<file path="config.mk">
export PLATFORM = sky130hd
export DESIGN_NAME = ais_detector
export DESIGN_NICKNAME = d
export VERILOG_FILES = /design/src/rtl/ais_pkg.sv /design/src/rtl/ais_rst_sync.sv /design/src/rtl/ais_win_timer.sv /design/src/rtl/ais_zero_count.sv /design/src/rtl/ais_decide.sv /design/src/rtl/ais_detector.sv
export SDC_FILE = /design/constraint.sdc
export NUM_CORES = 1
export LEC_CHECK = 0
export ABC_AREA = 0
export BUFFER_PORTS_ARGS = -buffer_cell sky130_fd_sc_hd__buf_2
export CAP_MARGIN = 15
export CORE_UTILIZATION = 35
export CTS_CLUSTER_DIAMETER = 120
export DETAILED_ROUTE_END_ITERATION = 8
export PLACE_DENSITY = 0.46
export SETUP_SLACK_MARGIN = 0.3
export SYNTH_ARGS = -nofsm -noshare
export SYNTH_HDL_FRONTEND = slang
export SYNTH_SLANG_ARGS = --single-unit
</file>
<file path="constraint.sdc">
create_clock -name clk -period 1.5 [get_ports clk]
set_input_delay 0.075 -clock clk [delete_from_list [all_inputs] [get_ports clk]]
set_output_delay 0.075 -clock clk [all_outputs]
set_load 0.005 [all_outputs]
</file>
<file path="src/rtl/ais_pkg.sv">
package ais_pkg;
  // Result handed from the zero counter to the decision stage.
  typedef struct packed {
    logic done;   // last bit of a window taken this cycle
    logic quiet;  // zero count of that window at or below threshold
  } win_verdict_t;
endpackage

</file>
<file path="src/rtl/ais_rst_sync.sv">
module ais_rst_sync #(
  parameter int STAGES = 2
) (
  input  logic clk,
  input  logic rst_n,
  output logic rst_ns
);
  logic [STAGES-1:0] sync_q;

  generate
    if (STAGES == 1) begin : g_one
      always_ff @(posedge clk or negedge rst_n) begin
        if (!rst_n) sync_q <= 1'b0;
        else        sync_q <= 1'b1;
      end
    end else begin : g_chain
      always_ff @(posedge clk or negedge rst_n) begin
        if (!rst_n) sync_q <= '0;
        else        sync_q <= {sync_q[STAGES-2:0], 1'b1};
      end
    end
  endgenerate

  assign rst_ns = sync_q[STAGES-1];
endmodule

</file>
<file path="src/rtl/ais_win_timer.sv">
module ais_win_timer #(
  parameter int LEN_LO = 2816,
  parameter int LEN_HI = 11456
) (
  input  logic clk,
  input  logic rst_ns,
  input  logic bit_en,
  input  logic rate_hi,
  output logic win_end
);
  localparam int LEN_MAX = (LEN_HI > LEN_LO) ? LEN_HI : LEN_LO;
  localparam int CW      = $clog2(LEN_MAX);
  localparam logic [CW-1:0] LAST_LO = CW'(LEN_LO - 1);
  localparam logic [CW-1:0] LAST_HI = CW'(LEN_HI - 1);

  logic [CW-1:0] cnt_q, cnt_d;
  logic [CW-1:0] last_idx;
  logic          at_end;

  always_comb begin
    last_idx = rate_hi ? LAST_HI : LAST_LO;
    at_end   = bit_en && (cnt_q >= last_idx);
    cnt_d    = cnt_q;
    if (at_end)      cnt_d = '0;
    else if (bit_en) cnt_d = cnt_q + 1'b1;
  end

  always_ff @(posedge clk or negedge rst_ns) begin
    if (!rst_ns) cnt_q <= '0;
    else         cnt_q <= cnt_d;
  end

  assign win_end = at_end;
endmodule

</file>
<file path="src/rtl/ais_zero_count.sv">
module ais_zero_count
  import ais_pkg::*;
#(
  parameter int THR_LO = 9,
  parameter int THR_HI = 34
) (
  input  logic         clk,
  input  logic         rst_ns,
  input  logic         bit_en,
  input  logic         bit_in,
  input  logic         rate_hi,
  input  logic         win_end,
  output win_verdict_t verdict
);
  localparam int THR_MAX = (THR_HI > THR_LO) ? THR_HI : THR_LO;
  localparam int SAT     = THR_MAX + 1;
  localparam int ZW      = $clog2(SAT + 1);

  logic [ZW-1:0] zq, zd, znow, thr;

  always_comb begin
    thr  = rate_hi ? ZW'(THR_HI) : ZW'(THR_LO);
    znow = zq;
    if (bit_en && !bit_in && (zq != ZW'(SAT))) znow = zq + 1'b1;
    zd = win_end ? '0 : znow;
    verdict.done  = win_end;
    verdict.quiet = (znow <= thr);
  end

  always_ff @(posedge clk or negedge rst_ns) begin
    if (!rst_ns) zq <= '0;
    else         zq <= zd;
  end
endmodule

</file>
<file path="src/rtl/ais_decide.sv">
module ais_decide
  import ais_pkg::*;
#(
  parameter int RUN_NEED = 2
) (
  input  logic         clk,
  input  logic         rst_ns,
  input  win_verdict_t verdict,
  input  logic         frame_ok,
  output logic         alarm
);
  localparam int RW = $clog2(RUN_NEED + 1);
  localparam logic [RW-1:0] RUN_TOP = RW'(RUN_NEED);

  logic [RW-1:0] run_q, run_d;
  logic          alarm_q, alarm_d;

  always_comb begin
    run_d   = run_q;
    alarm_d = alarm_q;
    if (verdict.done) begin
      if (!verdict.quiet) begin
        run_d   = '0;
        alarm_d = 1'b0;
      end else if (frame_ok) begin
        run_d = '0;
      end else begin
        if (run_q != RUN_TOP) run_d = run_q + 1'b1;
        if (run_q + 1'b1 >= RUN_TOP) alarm_d = 1'b1;
      end
    end
  end

  always_ff @(posedge clk or negedge rst_ns) begin
    if (!rst_ns) begin
      run_q   <= '0;
      alarm_q <= 1'b0;
    end else begin
      run_q   <= run_d;
      alarm_q <= alarm_d;
    end
  end

  assign alarm = alarm_q;
endmodule

</file>
<file path="src/rtl/ais_detector.sv">
module ais_detector
  import ais_pkg::*;
#(
  parameter int LEN_LO   = 2816,
  parameter int LEN_HI   = 11456,
  parameter int THR_LO   = 9,
  parameter int THR_HI   = 34,
  parameter int RUN_NEED = 2,
  parameter int SYNC_STG = 2
) (
  input  logic clk,
  input  logic rst_n,
  input  logic bit_en,
  input  logic bit_in,
  input  logic rate_hi,
  input  logic frame_ok,
  output logic ais_n
);
  logic         rst_ns;
  logic         win_end;
  logic         alarm;
  win_verdict_t verdict;

  ais_rst_sync #(.STAGES(SYNC_STG)) u_rst (
    .clk(clk), .rst_n(rst_n), .rst_ns(rst_ns)
  );

  ais_win_timer #(.LEN_LO(LEN_LO), .LEN_HI(LEN_HI)) u_timer (
    .clk(clk), .rst_ns(rst_ns), .bit_en(bit_en), .rate_hi(rate_hi),
    .win_end(win_end)
  );

  ais_zero_count #(.THR_LO(THR_LO), .THR_HI(THR_HI)) u_zeros (
    .clk(clk), .rst_ns(rst_ns), .bit_en(bit_en), .bit_in(bit_in),
    .rate_hi(rate_hi), .win_end(win_end), .verdict(verdict)
  );

  ais_decide #(.RUN_NEED(RUN_NEED)) u_decide (
    .clk(clk), .rst_ns(rst_ns), .verdict(verdict), .frame_ok(frame_ok),
    .alarm(alarm)
  );

  assign ais_n = ~alarm;
endmodule

</file>
======== Yosys cells after proc, flatten, opt, wreduce, memory -nomap -nowiden ========
Cells that the tools add are included.
word-level totals
  input bits .............................. 6
  output and inout bits ................... 1
  register bits ........................... 25
  logic and storage cells ................. 36
cells by class
  bitwise logic cells ..................... 1
  multiplexer cells ....................... 12
  $add $sub $neg .......................... 3
  eq/ne operators ......................... 5
  reductions and logical operators ........ 7
  order comparisons ....................... 3
operators by type and width
  cell                                            number
  two-way mux 14 bit                              3
  two-way mux 6 bit                               3
  adder 14 x 1 -> 14 bit (second input constant)  1
  >= comparator 14 bit                            1
  adder 6 x 1 -> 6 bit (second input constant)    1
  less-or-equal comparator 6 bit                  1
  two-way mux 2 bit                               3
  != test 2 bit (second input constant)           3
  != test 6 bit (second input constant)           1
  logical AND 1 bit                               3
  two-way mux 1 bit                               3
  != test 3 bit (second input constant)           1
  AND reduction 3 bit                             1
  adder 2 x 1 -> 2 bit (second input constant)    1
  >= comparator 2 bit (second input constant)     1
  AND reduction 2 bit                             1
  nonzero test 2 bit                              1
  logical NOT 1 bit                               1
  NOT 1 bit                                       1

======== Longest topological paths before layout ========
Gate-level depths: netlist of run 1.
  word-level depth ........................ 7
  mapped depth ............................ 10

======== Modules after synthesis ========
A second synthesis of run 1 with hierarchy kept.
second synthesis, totals
  cell total of the unflattened synthesis .. 154
  area, all modules ....................... 1,529.0 µm²
by module, submodules not included
  module          sequential area each (µm²)  cells each  instances  area each (µm²)
  ais_win_timer   350.3                       84          1          822.0
  ais_zero_count  150.1                       49          1          490.5
  ais_decide      75.1                        17          1          158.9
  ais_rst_sync    50.0                        3           1          53.8
  ais_detector    0.0                         1           1          3.8

======== Least setup slack after synthesis of run 1 ========
OpenSTA, ideal clock, no wires.
  path type ............................... reg2reg
  from .................................... register u_zeros.zq[0]
  to ...................................... register u_decide.run_q[0]
  data arrival time ....................... 2.070 ns
  path slack .............................. -0.670 ns
  cell stages (with the launch flop) ...... 10
  path buffers ............................ 0
  setup time .............................. 0.101 ns
  required time ........................... 1.399 ns
  cells stage by stage .................... dfrtp_1 ha_1 a21boi_1 mux2_2 ha_1 a211oi_1 o21ai_0 nand2_1 o221ai_1 o32ai_1
between the ends
  cells in the longest elaborated chain, start to end .. 6
  elaborated cells on any way between the ends .. 8
ends and longest elaborated chain
  what                                                          line                  RTL
  start, declared                                               ais_zero_count.sv:19  logic [ZW-1:0] zq, zd, znow, thr;
  start signal, assigned                                        ais_zero_count.sv:32  else zq <= zd;
  branches (longest 2 deep; another with adder 6 x 1 -> 6 bit)  -
  two-way mux 6 bit *                                           ais_zero_count.sv:24  if (bit_en && !bit_in && (zq != ZW'(SAT))) znow = zq + 1'b1;
  less-or-equal comparator 6 bit *                              ais_zero_count.sv:27  verdict.quiet = (znow <= thr);
  != test 3 bit (no source line)                                -
  AND reduction 2 bit (no source line)                          -
  end signal, assigned                                          ais_decide.sv:39      run_q <= run_d;
  end, declared                                                 ais_decide.sv:15      logic [RW-1:0] run_q, run_d;
Every way passes the cells marked *.
A chain may end at the register's enable or synchronous reset.

======== Worst setup path after layout of run 1 ========
  from .................................... register u_zeros.zq[4]
  to ...................................... register u_decide.run_q[1]
Same word-level chain as after synthesis.

==> results.txt, run 1 <==
----------------------------------------------------
[Run status]
  Outcome ... finished, violations left
  Violations in the final reports ... negative setup slack

[Floorplanning]
  Core Footprint ... 4029 um2
  Die width ... 66.95 um
  Floorplan die height ... ~67 um
  I/O pin total ... 7
  Site row count ... 23
  Initial Util ... 36.65%
  Overall die area ... 4482 um2

[STA]
  Setup repair after global routing missed its margin ... yes
  Count of final max-slew check failures ... 0
  Worst hold slack across all endpoints ... 0.05949 ns
  Worst-case setup margin in the final layout ... -0.6360 ns
  FMAX ... between 400 and 500 MHz
  Final Hold Vio Count ... 0
  Count of endpoints failing setup in the final report ... 23
  Share of the clock period used by the worst path ... 142.4%
  Worst Skew ... 0.003518 ns
  Minimum clock period after layout ... approximately 2.1 ns

[Placement]
  Port buffer count ... 6
  Placed Cells ... 238
  Placer Congestion ... a little over 0.7
  Post-DP HPWL ... 2432 um
  Place WS ... -0.7449 ns

[Synthesis]
  Leading register cell type out of synthesis ... sky130_fd_sc_hd__dfrtp_1
  Register bit count reported by yosys ... 25
  Adder-Cell Fraction of Synth Area ... 9.322%
  Count of synthesis-stage warnings from yosys ... 0
  Async set-or-reset flop fraction in the synthesized netlist ... between 90% and 100%
  Yosys top cell area share ... between 40 and 50%
  Cell taking the most area after synthesis ... sky130_fd_sc_hd__dfrtp_1
  Mapped cell area ... between 1000 and 1500 um2
  Number of library cell types mapped by synthesis ... 43
  Area share of and/or/nand/nor cells after synthesis ... 20.00%
  Top cells by area in the synthesized netlist ... sky130_fd_sc_hd__dfrtp_1 (42%), sky130_fd_sc_hd__ha_1 (9.3%), sky130_fd_sc_hd__xor2_1 (4.2%)
  Syn_nets ... 163
  Synthesized-area fraction occupied by xor and xnor cells ... 5.932%
  Largest family of logic cells by synthesized area ... simple AND/OR/NAND/NOR gates
  Sequential cell area fraction in the yosys report ... 42.37%
  Gate Count Post-Synth ... 146
  Multiplexer share of the synthesized area ... 1.525%
  Post-Syn Area per Cell ... 10.11 um2
  Number of enable flip-flop cells after synthesis ... 0
  Share of the synthesized area in compound gates (AO/OA/AOI/OAI) ... 17.71%

[Routing]
  Starting DRC count in detailed routing ... 62
  WL/cell ... 13.64 um
  ANT nets after route ... 0
  Via count ... between 1000 and 1500
  Sum of routed wire length over all layers ... 3478 um
  DR pass1 iterations ... 4
  Post-detailed-route DRC marker count ... 0
  Routed via count divided by cell count ... 5.082

[Final layout]
  Final non-filler cell total ... approximately 260
  Layout net count ... 223
  Signed area change from the synthesized netlist to the final layout ... 49.41%
  Number of diodes ... 0
  Register Area ... 625.6 um2
  Number of fill cells in the layout ... 390
  Layout cells sized above 1 ... between 50% and 60%
  Area occupied by multi-input gates ... 993.5 um2

[Clock network]
  TritonCTS clock tree ... done
  Max Root-Sink Buffers ... 2
  Sinks on Clock Net ... 25
  Clock-pin transition on the worst setup and hold timing paths ... 0.09 ns
  Clock latency at the later pin of the worst-skew pair ... 0.27 ns
  Clock buffer count from CTS ... 3
  Clk root buf ... sky130_fd_sc_hd__clkbuf_8
  Count of H-tree levels built during CTS ... 1

[Pwr]
  Power Total ... 2.578 mW
  Static leakage ... ~1 nW
  Int Power ... 1.717 mW
  PD cells ... 1169 nW/um2
  Clock network power share ... 16.1%
  Net switching power ... 0.8617 mW
  Flop pwr share ... 37.5%
  Switching fraction of total power ... 33.42%
  IR Drop Worst-Case VDD ... 0.0007145 V
  Gate power share ... 46.4%

[Min path]
  Hold Path Cell Cnt ... 2
  Worst min-delay path category ... input pin to flop

[Setup path]
  Crit-path max FO ... 3
  CP arrival ... 2.31 ns
  CP Launch Type ... flop
  Critical path capture point type ... flop
  Critical path required time ... 1.68 ns
  Critical path type ... flop to flop
  Logic depth of the worst register-to-register path ... 9

[Global route]
  Antenna violations before repair ... 0
  Total GRT Usage ... 17.41%
  Wire length of the first global-routing pass ... 5851 um
  Largest net degree at the start of global routing ... 24
  Number of global-route vias before repair ... 1325
  Remaining global-route overflow ... 0

[Flow run]
  Maximum Capacitance Violations ... 0

----------------------------------------------------
## worst paths after layout
kind | from | end | slack, ns
worst max-delay path | u_zeros.zq[4] | u_decide.run_q[1] | -0.64
worst min-delay path | frame_ok | u_decide.run_q[0] | 0.06
worst max register to register | u_zeros.zq[4] | u_decide.run_q[1] | -0.64
worst min register to register | u_rst.sync_q[1] | u_timer.cnt_q[3] | 0.24
max in group asynchronous | u_rst.sync_q[1] | u_zeros.zq[5] | 1.02
min in group asynchronous | rst_n | u_rst.sync_q[1] | 0.11
## metrics by stage
step	util, %	TNS (ns)	cell area (um2)
2_1_floorplan	-	-3.704	1529
3_3_place_gp	46.83	-6.074	1887
3_5_place_dp	46.83	-6.636	1887
4_1_cts	52.17	-6.240	2102
5_1_grt	54.75	-8.602	2206
6_report	54.75	-6.987	2206
## what timing repair did
action | in CTS | in global routing
hold buffers | 1 | 0
setup endpoints to repair | 23 | 23
resized for setup | 21 | 18
setup buffers | 7 | 5
endpoints found under the hold margin | 2 | 0
pin swaps | 14 | 12
## power groups by stage
stage          Combinational (mW)  Sequential [mW]  Clock, mW
2_1_floorplan               0.560            0.985          0
3_5_place_dp                 1.02            0.957          0
6_report                     1.20            0.966      0.415
4_1_cts                      1.14            0.967      0.429
3_3_place_gp                0.996            0.951          0
5_1_grt                      1.34            0.987      0.449
## cell usage after synthesis (2+ instances only)
master	instances
sky130_fd_sc_hd__a21oi_1	5
sky130_fd_sc_hd__a22o_2	3
sky130_fd_sc_hd__mux2_2	2
sky130_fd_sc_hd__a21boi_0	2
sky130_fd_sc_hd__nand3_1	5
sky130_fd_sc_hd__o21ai_0	5
sky130_fd_sc_hd__inv_1	5
sky130_fd_sc_hd__nor2b_1	5
sky130_fd_sc_hd__and3_1	2
sky130_fd_sc_hd__dfrtp_1	25
sky130_fd_sc_hd__o21ai_1	2
sky130_fd_sc_hd__xnor2_1	3
sky130_fd_sc_hd__a21oi_2	2
sky130_fd_sc_hd__xor2_1	7
sky130_fd_sc_hd__and3_2	2
sky130_fd_sc_hd__o32ai_1	2
sky130_fd_sc_hd__ha_1	11
sky130_fd_sc_hd__or3_1	2
sky130_fd_sc_hd__nor3_1	5
sky130_fd_sc_hd__a22oi_1	2
sky130_fd_sc_hd__nor2_1	16
sky130_fd_sc_hd__nand4_1	3
sky130_fd_sc_hd__nand2_1	9
sky130_fd_sc_hd__o2bb2ai_1	2
## registers in the layout, summed over array words and instances, names as in the netlist
name,flops
u_decide.alarm,1
u_timer.cnt_q,14
u_rst.sync_q,2
u_decide.run_q,2
u_zeros.zq,6
## layout make-up
type | count | share of cell area (%)
multi-input combinational | 113 | 45.04
sequential | 25 | 28.36
timing repair buffer | 58 | 20.87
tap | 50 | 2.836
clock buffer | 4 | 2.042
inverter | 5 | 0.8508
## layer usage
layer / global-route usage (%) / wire, um
met5: 0 / 0
met4: 6.383 / 48
met3: 2.055 / 31
met2: 30.81 / 1754
met1: 21.34 / 1644
## layout by cell type, fill, tap and decap left out, types with 2 or more instances in the layout
cell                        Yosys  final
sky130_fd_sc_hd__or3_1          2      2
sky130_fd_sc_hd__buf_2          1      6
sky130_fd_sc_hd__a22o_2         3      3
sky130_fd_sc_hd__buf_6          1     10
sky130_fd_sc_hd__o32ai_2        0      2
sky130_fd_sc_hd__a22oi_1        2      2
sky130_fd_sc_hd__a21boi_2       0      2
sky130_fd_sc_hd__and3_4         0      2
sky130_fd_sc_hd__nor2_1        16      6
sky130_fd_sc_hd__xor2_1         7      7
sky130_fd_sc_hd__ha_1          11      5
sky130_fd_sc_hd__clkbuf_8       0      3
sky130_fd_sc_hd__nand2_1        9      9
sky130_fd_sc_hd__a21oi_2        2      3
sky130_fd_sc_hd__o21ai_0        5      2
sky130_fd_sc_hd__a21oi_4        0      2
sky130_fd_sc_hd__dfrtp_1       25     25
sky130_fd_sc_hd__ha_2           0      4
sky130_fd_sc_hd__xnor2_1        3      2
sky130_fd_sc_hd__a21oi_1        5      2
sky130_fd_sc_hd__ha_4           0      2
sky130_fd_sc_hd__o21ai_1        2      5
sky130_fd_sc_hd__nor2_2         0     10
sky130_fd_sc_hd__nor2b_1        5      5
sky130_fd_sc_hd__nand3_1        5      5
sky130_fd_sc_hd__mux2_4         0      2
sky130_fd_sc_hd__o2bb2ai_2      0      2
sky130_fd_sc_hd__nor3_1         5      5
sky130_fd_sc_hd__inv_1          5      5
sky130_fd_sc_hd__nand4_1        3      3
sky130_fd_sc_hd__buf_4          1     41
## worst max-delay path: stages (launching register included)
cell,delay [ns]
sky130_fd_sc_hd__dfrtp_1,0.42
sky130_fd_sc_hd__nor4b_4,0.32
sky130_fd_sc_hd__a21boi_2,0.11
sky130_fd_sc_hd__mux2_4,0.33
sky130_fd_sc_hd__ha_4,0.16
sky130_fd_sc_hd__a211oi_2,0.15
sky130_fd_sc_hd__o21ai_1,0.08
sky130_fd_sc_hd__nand2_1,0.08
sky130_fd_sc_hd__o221ai_2,0.11
sky130_fd_sc_hd__o32ai_2,0.28
## cell families (layout without fill, tap and decap cells)
kind of cell             Yosys count  count (layout)
flip-flops                        25              25
AND/OR/NAND/NOR                   55              55
XOR/XNOR                          10              10
multiplexers                       2               2
adder cells (fa/ha/maj)           11              11
other                              1               1
buffers and inverters              8              67
AO/OA/AOI/OAI                     34              34
No activity file was read; power rests on OpenSTA's default activity.
==> inputs of run 2 (changes only) <==
--- a/config.mk
+++ b/config.mk
@@ -5,12 +5,13 @@
 export SDC_FILE = /design/constraint.sdc
 export NUM_CORES = 1
 export LEC_CHECK = 0
-export ABC_AREA = 0
+export ABC_AREA = 1
 export BUFFER_PORTS_ARGS = -buffer_cell sky130_fd_sc_hd__buf_2
 export CAP_MARGIN = 15
 export CORE_UTILIZATION = 35
 export CTS_CLUSTER_DIAMETER = 120
 export DETAILED_ROUTE_END_ITERATION = 8
+export GPL_ROUTABILITY_DRIVEN = 1
 export PLACE_DENSITY = 0.46
 export SETUP_SLACK_MARGIN = 0.3
 export SYNTH_ARGS = -nofsm -noshare
==> run 2 against run 1 <==
- the run still ends with negative setup slack left
- total power grew 11%
- die area rose by 6.6%
- largest cell class unchanged
- final area fell by 3.1%
- sequential share of layout area grew 0.91 points
- global-route usage fell by 1.3 points
- sequential power grew 9%
- clock skew shrank 0.0010 ns
- combinational power is 18% higher
- cell count rose by 16%
- worst hold slack improved by 0.048 ns
==> results.txt, run 2 <==
----------------------------------------------------
[Run status]
  Outcome ... finished, violations left
  Violations in the final reports ... negative setup slack

[Setup path]
  Worst stage delay on the critical path ... 0.39 ns
  Crit Reg-Reg Startpoint ... u_zeros.zq[0]
  CP Launch Type ... flop
  Sequence of cells on the critical path ... ha_2 -> nand3_4 -> nand2_4 -> nor2_4 -> nand3_2 -> xor2_2 -> ha_1 -> a21oi_1 -> o21bai_1 -> nand2_1 -> a21oi_2 -> nand4_1 -> nand2_1
  Critical path type ... flop to flop
  Critical Path Start ... u_zeros.zq[0]
  Sum of buffers and inverters on the critical path ... 0
  Worst-path cell with the longest stage delay ... sky130_fd_sc_hd__dfrtp_1
  Critical path required time ... 1.71 ns
  Most repeated library cell on the critical path ... sky130_fd_sc_hd__nand2_1
  Crit-path max FO ... 4
  Critical path capture point type ... flop
  Top cell family by delay on the critical path ... simple AND/OR/NAND/NOR gates
  CP arrival ... around 2.4 ns

[Routing]
  Routed via count divided by cell count ... 4.731
  Sum of routed wire length over all layers ... 3539 um
  Post-detailed-route DRC marker count ... 0
  ANT nets after route ... 0
  DR pass1 iterations ... 4
  Via count ... 1405
  WL/cell ... around 12 um
  Starting DRC count in detailed routing ... 55

[Floorplanning]
  Site row count ... 24
  I/O pin total ... 7
  Floorplan die height ... 69.14 um
  Core Footprint ... 4354 um2
  Initial Util ... 36.24%
  Die width ... 69.14 um
  Overall die area ... 4780 um2

[Synthesis]
  Leading register cell type out of synthesis ... sky130_fd_sc_hd__dfrtp_1
  Syn_nets ... 221
  Top cells by area in the synthesized netlist ... sky130_fd_sc_hd__dfrtp_1 (40%), sky130_fd_sc_hd__nand2_1 (10%), sky130_fd_sc_hd__ha_1 (8.7%)
  Most used standard cells in the synthesized netlist ... sky130_fd_sc_hd__nand2_1 (43), sky130_fd_sc_hd__nor2_1 (30), sky130_fd_sc_hd__inv_1 (26)
  Count of synthesis-stage warnings from yosys ... 0
  Cell taking the most area after synthesis ... sky130_fd_sc_hd__dfrtp_1
  Yosys top cell area share ... 39.65%
  Number of library cell types mapped by synthesis ... 26
  Sequential cell area fraction in the yosys report ... 39.65%
  Mapped cell area ... 1578 um2
  Async set-or-reset flop fraction in the synthesized netlist ... 100.0%
  Number of enable flip-flop cells after synthesis ... 0
  Post-Syn Area per Cell ... 7.734 um2
  Cell with the most instances after synthesis ... sky130_fd_sc_hd__nand2_1
  Register bit count reported by yosys ... 25
  Gate Count Post-Synth ... 204

[Final layout]
  Registers with the most flip-flops ... u_timer.cnt_q x14, u_zeros.zq x6
  Leading cell type in the layout, fill and taps excluded ... sky130_fd_sc_hd__nand2_1
  Signed area change from the synthesized netlist to the final layout ... 35.45%
  Final non-filler cell total ... about 300
  Number of flip-flops in the largest register ... 14
  Layout net count ... 263
  Register name with the most flops ... u_timer.cnt_q
  Layout Utilization ... 49.08%
  Layout cells sized above 1 ... 34.29%
  Number of diodes ... 0
  Commonest cells after routing, fill and taps aside ... sky130_fd_sc_hd__nand2_1 (40), sky130_fd_sc_hd__inv_1 (25), sky130_fd_sc_hd__dfrtp_1 (25)

[STA]
  Final Hold Vio Count ... 0
  Worst-case setup margin in the final layout ... -0.6671 ns
  Count of final max-slew check failures ... 0
  Count of endpoints failing setup in the final report ... 22
  Setup repair after global routing missed its margin ... yes
  FMAX ... between 400 and 500 MHz
  Minimum clock period after layout ... 2.167 ns
  Worst Skew ... between 0.002 and 0.0025 ns
  Share of the clock period used by the worst path ... 144.5%

[Placement]
  Placer Congestion ... 0.8201
  Port buffer count ... 6
  Post-DP HPWL ... 2572 um
  Placed Cells ... 286

[Clock network]
  Clk root buf ... sky130_fd_sc_hd__clkbuf_8
  TritonCTS clock tree ... done
  Max Root-Sink Buffers ... 2
  Sinks on Clock Net ... 25
  Clock buffer count from CTS ... 3
  Count of H-tree levels built during CTS ... 1
  Clock latency at the later pin of the worst-skew pair ... 0.27 ns
  Clock-pin transition on the worst setup and hold timing paths ... 0.09 ns

[Global route]
  Largest net degree at the start of global routing ... 24
  Total GRT Usage ... 16.09%
  Number of global-route vias before repair ... 1357
  Wire length of the first global-routing pass ... about 6200 um
  Remaining global-route overflow ... 0
  Antenna violations before repair ... 0

[Pwr]
  IR Drop Worst-Case VDD ... 0.0009006 V
  Power Total ... 2.859 mW
  PD cells ... 1338 nW/um2
  Static leakage ... approximately 1.0 nW

[Flow run]
  Maximum Capacitance Violations ... 0

[Min path]
  Worst min-delay path category ... input pin to async pin

----------------------------------------------------
[run 2: worst register-to-register path, cell delays in order, from the launching register on]
cell and delay, ns:
sky130_fd_sc_hd__dfrtp_1 0.39, sky130_fd_sc_hd__ha_2 0.21, sky130_fd_sc_hd__nand3_4 0.09, sky130_fd_sc_hd__nand2_4 0.07, sky130_fd_sc_hd__nor2_4 0.10, sky130_fd_sc_hd__nand3_2 0.10
sky130_fd_sc_hd__xor2_2 0.19, sky130_fd_sc_hd__ha_1 0.30, sky130_fd_sc_hd__a21oi_1 0.12, sky130_fd_sc_hd__o21bai_1 0.11, sky130_fd_sc_hd__nand2_1 0.09, sky130_fd_sc_hd__a21oi_2 0.16
sky130_fd_sc_hd__nand4_1 0.10, sky130_fd_sc_hd__nand2_1 0.07
[run 2: timing repair]
action	4_1_cts	5_1_grt
endpoints found under the setup margin	23	23
resized for setup	9	31
setup buffers	3	2
endpoints found under the hold margin	2	0
hold buffers	1	0
pin swaps	10	8
gates cloned	1	0
[run 2: worst paths after layout]
path,end,slack [ns],depth (start not counted)
max reg2reg,u_decide.run_q[0],-0.67,13
min in group clk,u_decide.alarm,0.11,4
min reg2reg,u_decide.run_q[0],0.22,1
max in group asynchronous,u_timer.cnt_q[9],1.04,1
min,u_rst.sync_q[0],0.11,2
max,u_decide.run_q[0],-0.67,13
[run 2: per-stage QoR]
step	setup slack [ns]	TNS [ns]	hold WS (ns)	area (um2)
global placement	-0.6429	-2.727	-0.1405	1893
finish	-0.6671	-3.586	0.1078	2137
CTS	-0.6592	-3.477	0.09211	2009
floorplan	-0.5627	-1.690	-0.2206	1629
global route	-0.8569	-6.234	0.1003	2137
detailed placement	-0.7091	-3.014	-0.1368	1893
[run 2: layout make-up]
class / instances / area [um2]
clock buffer: 3 / 41.29
clock inverter: 1 / 5.005
fill: 409 / 2217
inverter: 29 / 116.4
multi-input combinational: 147 / 963.4
sequential: 25 / 625.6
tap: 52 / 65.06
timing repair buffer: 39 / 314.1
timing repair inverter: 1 / 6.256
[run 2: routing by layer]
metal,wire [um],vias up,share of wire (%),GRT usage [%]
li1,-,730,-,-
met1,1727,665,49,21.24
met2,1733,8,49,27.29
met3,59,2,1.7,3.509
met4,19,0,0.54,2.721
met5,0,-,0,0
[run 2: where the power goes]
group	switching, mW	internal, mW
logic	0.724	0.682
clock network	0.219	0.186
registers	0.162	0.886
[run 2: kinds of logic (layout without fill, tap and decap cells)]
kind of cell,after synthesis,count (layout),synth area share (%)
AOI/OAI and AO/OA,16,16,5.630
adders and majority gates,11,11,8.723
other,1,1,0.2377
DFF,25,25,39.65
and+or+nand+nor,109,109,31.24
xor gates and xnor gates,10,10,5.552
buffers and inverters,32,73,8.961
==> inputs of run 3 (changes only) <==
--- a/config.mk
+++ b/config.mk
@@ -8,6 +8,7 @@
 export ABC_AREA = 1
 export BUFFER_PORTS_ARGS = -buffer_cell sky130_fd_sc_hd__buf_2
 export CAP_MARGIN = 15
+export CORE_MARGIN = 2
 export CORE_UTILIZATION = 35
 export CTS_CLUSTER_DIAMETER = 120
 export DETAILED_ROUTE_END_ITERATION = 8
==> run 3 against run 2 <==
- the flow still finishes with violations (negative setup slack)
- sequential power barely moved
- clock-buffer cell count rose by 1
- flip-flop and latch count did not move
- wire length rose by 2.9%
- final area rose by 1.9%
- clock skew rose by 0.0015 ns
- combinational power rose by 8%
==> results.txt, run 3 (same netlist as run 2, synthesis figures left out) <==
----------------------------------------------------
[Placement]
  DP Area ... 1893 um2
  Placed Cells ... 286
  Place WS ... -0.7011 ns
  Placer Congestion ... approximately 0.83
  Port buffer count ... 6
  Post-DP HPWL ... 2672 um

[Global route]
  Number of global-route vias before repair ... 1468
  Wire length of the first global-routing pass ... 6534 um
  Antenna violations before repair ... 0
  Largest net degree at the start of global routing ... 24
  Total GRT Usage ... 15.95%
  Remaining global-route overflow ... 0

[STA]
  Final Hold Vio Count ... 0
  Minimum clock period after layout ... 2.229 ns
  Share of the clock period used by the worst path ... 148.6%
  Final sum of negative setup slack ... -3.281 ns
  Worst hold slack across all endpoints ... 0.09821 ns
  Worst-case setup margin in the final layout ... -0.7288 ns
  FMAX ... 448.7 MHz
  Count of final max-slew check failures ... 0
  Setup repair after global routing missed its margin ... yes
  Count of endpoints failing setup in the final report ... 22
  Worst Skew ... 0.004035 ns

[Routing]
  Starting DRC count in detailed routing ... 70
  ANT nets after route ... 0
  Post-detailed-route DRC marker count ... 0
  DR pass1 iterations ... 4
  Via count ... between 1000 and 1500
  Routed via count divided by cell count ... 4.866
  Sum of routed wire length over all layers ... ~3600 um
  WL/cell ... 12.18 um

[Pwr]
  Int Power ... 1.819 mW
  Flop pwr share ... 35.6%
  Power Total ... 2.994 mW
  Switching fraction of total power ... 39.25%
  IR Drop Worst-Case VDD ... a little under 0.0006 V
  PD cells ... between 1000 and 1500 nW/um2
  Net switching power ... 1.175 mW
  Clock network power share ... 13.6%
  Gate power share ... 50.8%
  Static leakage ... about 1.0 nW

[Flow run]
  Maximum Capacitance Violations ... 0

[Setup path]
  Worst stage delay on the critical path ... 0.42 ns
  Sequence of cells on the critical path ... ha_4 -> nand3_4 -> nand2_4 -> nor2_4 -> nand3_2 -> xor2_2 -> ha_1 -> a21oi_2 -> o21bai_1 -> nand2_1 -> a21oi_2 -> nand4_1 -> nand2_1
  Crit-path max FO ... 4
  Critical path required time ... 1.71 ns
  Worst-path cell with the longest stage delay ... sky130_fd_sc_hd__dfrtp_1
  Critical path type ... flop to flop
  Critical path capture point type ... flop
  Worst R2R End ... u_decide.run_q[1]
  Logic depth of the worst register-to-register path ... 13
  CP arrival ... 2.44 ns
  CP Launch Type ... flop
  Crit Reg-Reg Startpoint ... u_zeros.zq[1]
  Worst-case register-to-register setup slack ... -0.73 ns

[Final layout]
  Number of fill cells in the layout ... 413
  Final non-filler cell total ... 299
  Number of flip-flops in the largest register ... 14
  Number of diodes ... 0
  Registers with the most flip-flops ... u_timer.cnt_q x14, u_zeros.zq x6
  Signed area change from the synthesized netlist to the final layout ... 38.07%
  Post-Layout Inst Area ... 2178 um2
  Leading cell type in the layout, fill and taps excluded ... sky130_fd_sc_hd__nand2_1
  Commonest cells after routing, fill and taps aside ... sky130_fd_sc_hd__nand2_1 (37), sky130_fd_sc_hd__buf_4 (26), sky130_fd_sc_hd__dfrtp_1 (25)
  Layout Utilization ... 50.03%
  Layout cells sized above 1 ... approximately two fifths
  Register name with the most flops ... u_timer.cnt_q
  Layout net count ... 265

[Clock network]
  Clock latency at the later pin of the worst-skew pair ... 0.27 ns
  Sinks on Clock Net ... 25
  Clk root buf ... sky130_fd_sc_hd__clkbuf_8
  Clock-pin transition on the worst setup and hold timing paths ... 0.09 ns
  Count of H-tree levels built during CTS ... 1
  Clock buffer count from CTS ... 3
  TritonCTS clock tree ... done
  Max Root-Sink Buffers ... 2

[Floorplanning]
  Core Footprint ... roughly 4400 um2
  Floorplan die height ... 71.14 um
  I/O pin total ... 7
  Initial Util ... 36.24%
  Site row count ... 24
  Die width ... 71.14 um
  Overall die area ... 5061 um2

[Run status]
  Violations in the final reports ... negative setup slack
  Outcome ... finished, violations left

[Min path]
  Worst min-delay path category ... input pin to async pin

----------------------------------------------------
==> run 3: cell count changes in the layout (fill, tap and decap cells not counted), sizes merged <==
| cell | delta |
|---|---|
| clkinv | -1 |
| buf | +2 |
| clkbuf | +1 |
==> run 3: power by group through the flow <==
stage	sequential, mW	clock [mW]	combinational (mW)
floorplan	1.07	0	0.744
global placement	1.06	0	1.18
detailed placement	1.06	0	1.21
CTS	1.05	0.434	1.32
global route	1.10	0.463	1.72
finish	1.07	0.407	1.52
==> run 3: repair_timing <==
action                                  CTS  global route
hold endpoints to repair                  2             0
hold buffers                              1             0
pin swaps                                13            18
resized for setup                        22            28
buffers inserted                          4             3
endpoints found under the setup margin   23            23
gates cloned                              1             0
==> run 3: worst max-delay path by stage <==
stage,from,endpoint,slack [ns]
2_1_floorplan,u_zeros.zq[0],u_decide.run_q[0],-0.56
6_report,u_zeros.zq[1],u_decide.run_q[1],-0.73
3_5_place_dp,u_zeros.zq[1],u_decide.run_q[0],-0.70
4_1_cts,u_zeros.zq[0],u_decide.run_q[0],-0.69
5_1_grt,u_zeros.zq[0],u_decide.run_q[1],-0.90
3_3_place_gp,u_zeros.zq[1],u_decide.run_q[0],-0.64
==> run 3: per-layer routing <==
metal	track usage (%)	part of all wire, %	up-vias
met5	0	0	-
met4	3.564	0.52	0
met3	2.137	2.7	2
met2	26.03	48	19
met1	22.55	49	701
li1	-	-	733
==> run 3: area by class of cell <==
type | instances | area (um2) | share of cell area [%]
well taps | 52 | 65.06 | 2.987
clock buffers | 4 | 45.04 | 2.068
multi-input cells | 147 | 987.2 | 45.32
repair buffers | 41 | 332.8 | 15.28
inverters | 29 | 116.4 | 5.342
flip-flops and latches | 25 | 625.6 | 28.72
repair inverters | 1 | 6.256 | 0.2872
==> run 3: worst max-delay path: cells and delay by family, from the launching register on <==
family	cells	cell delay (ns)
simple gates	7	0.67
fa+ha+maj	2	0.52
flops	1	0.42
compound gates	3	0.41
xor+xnor	1	0.16
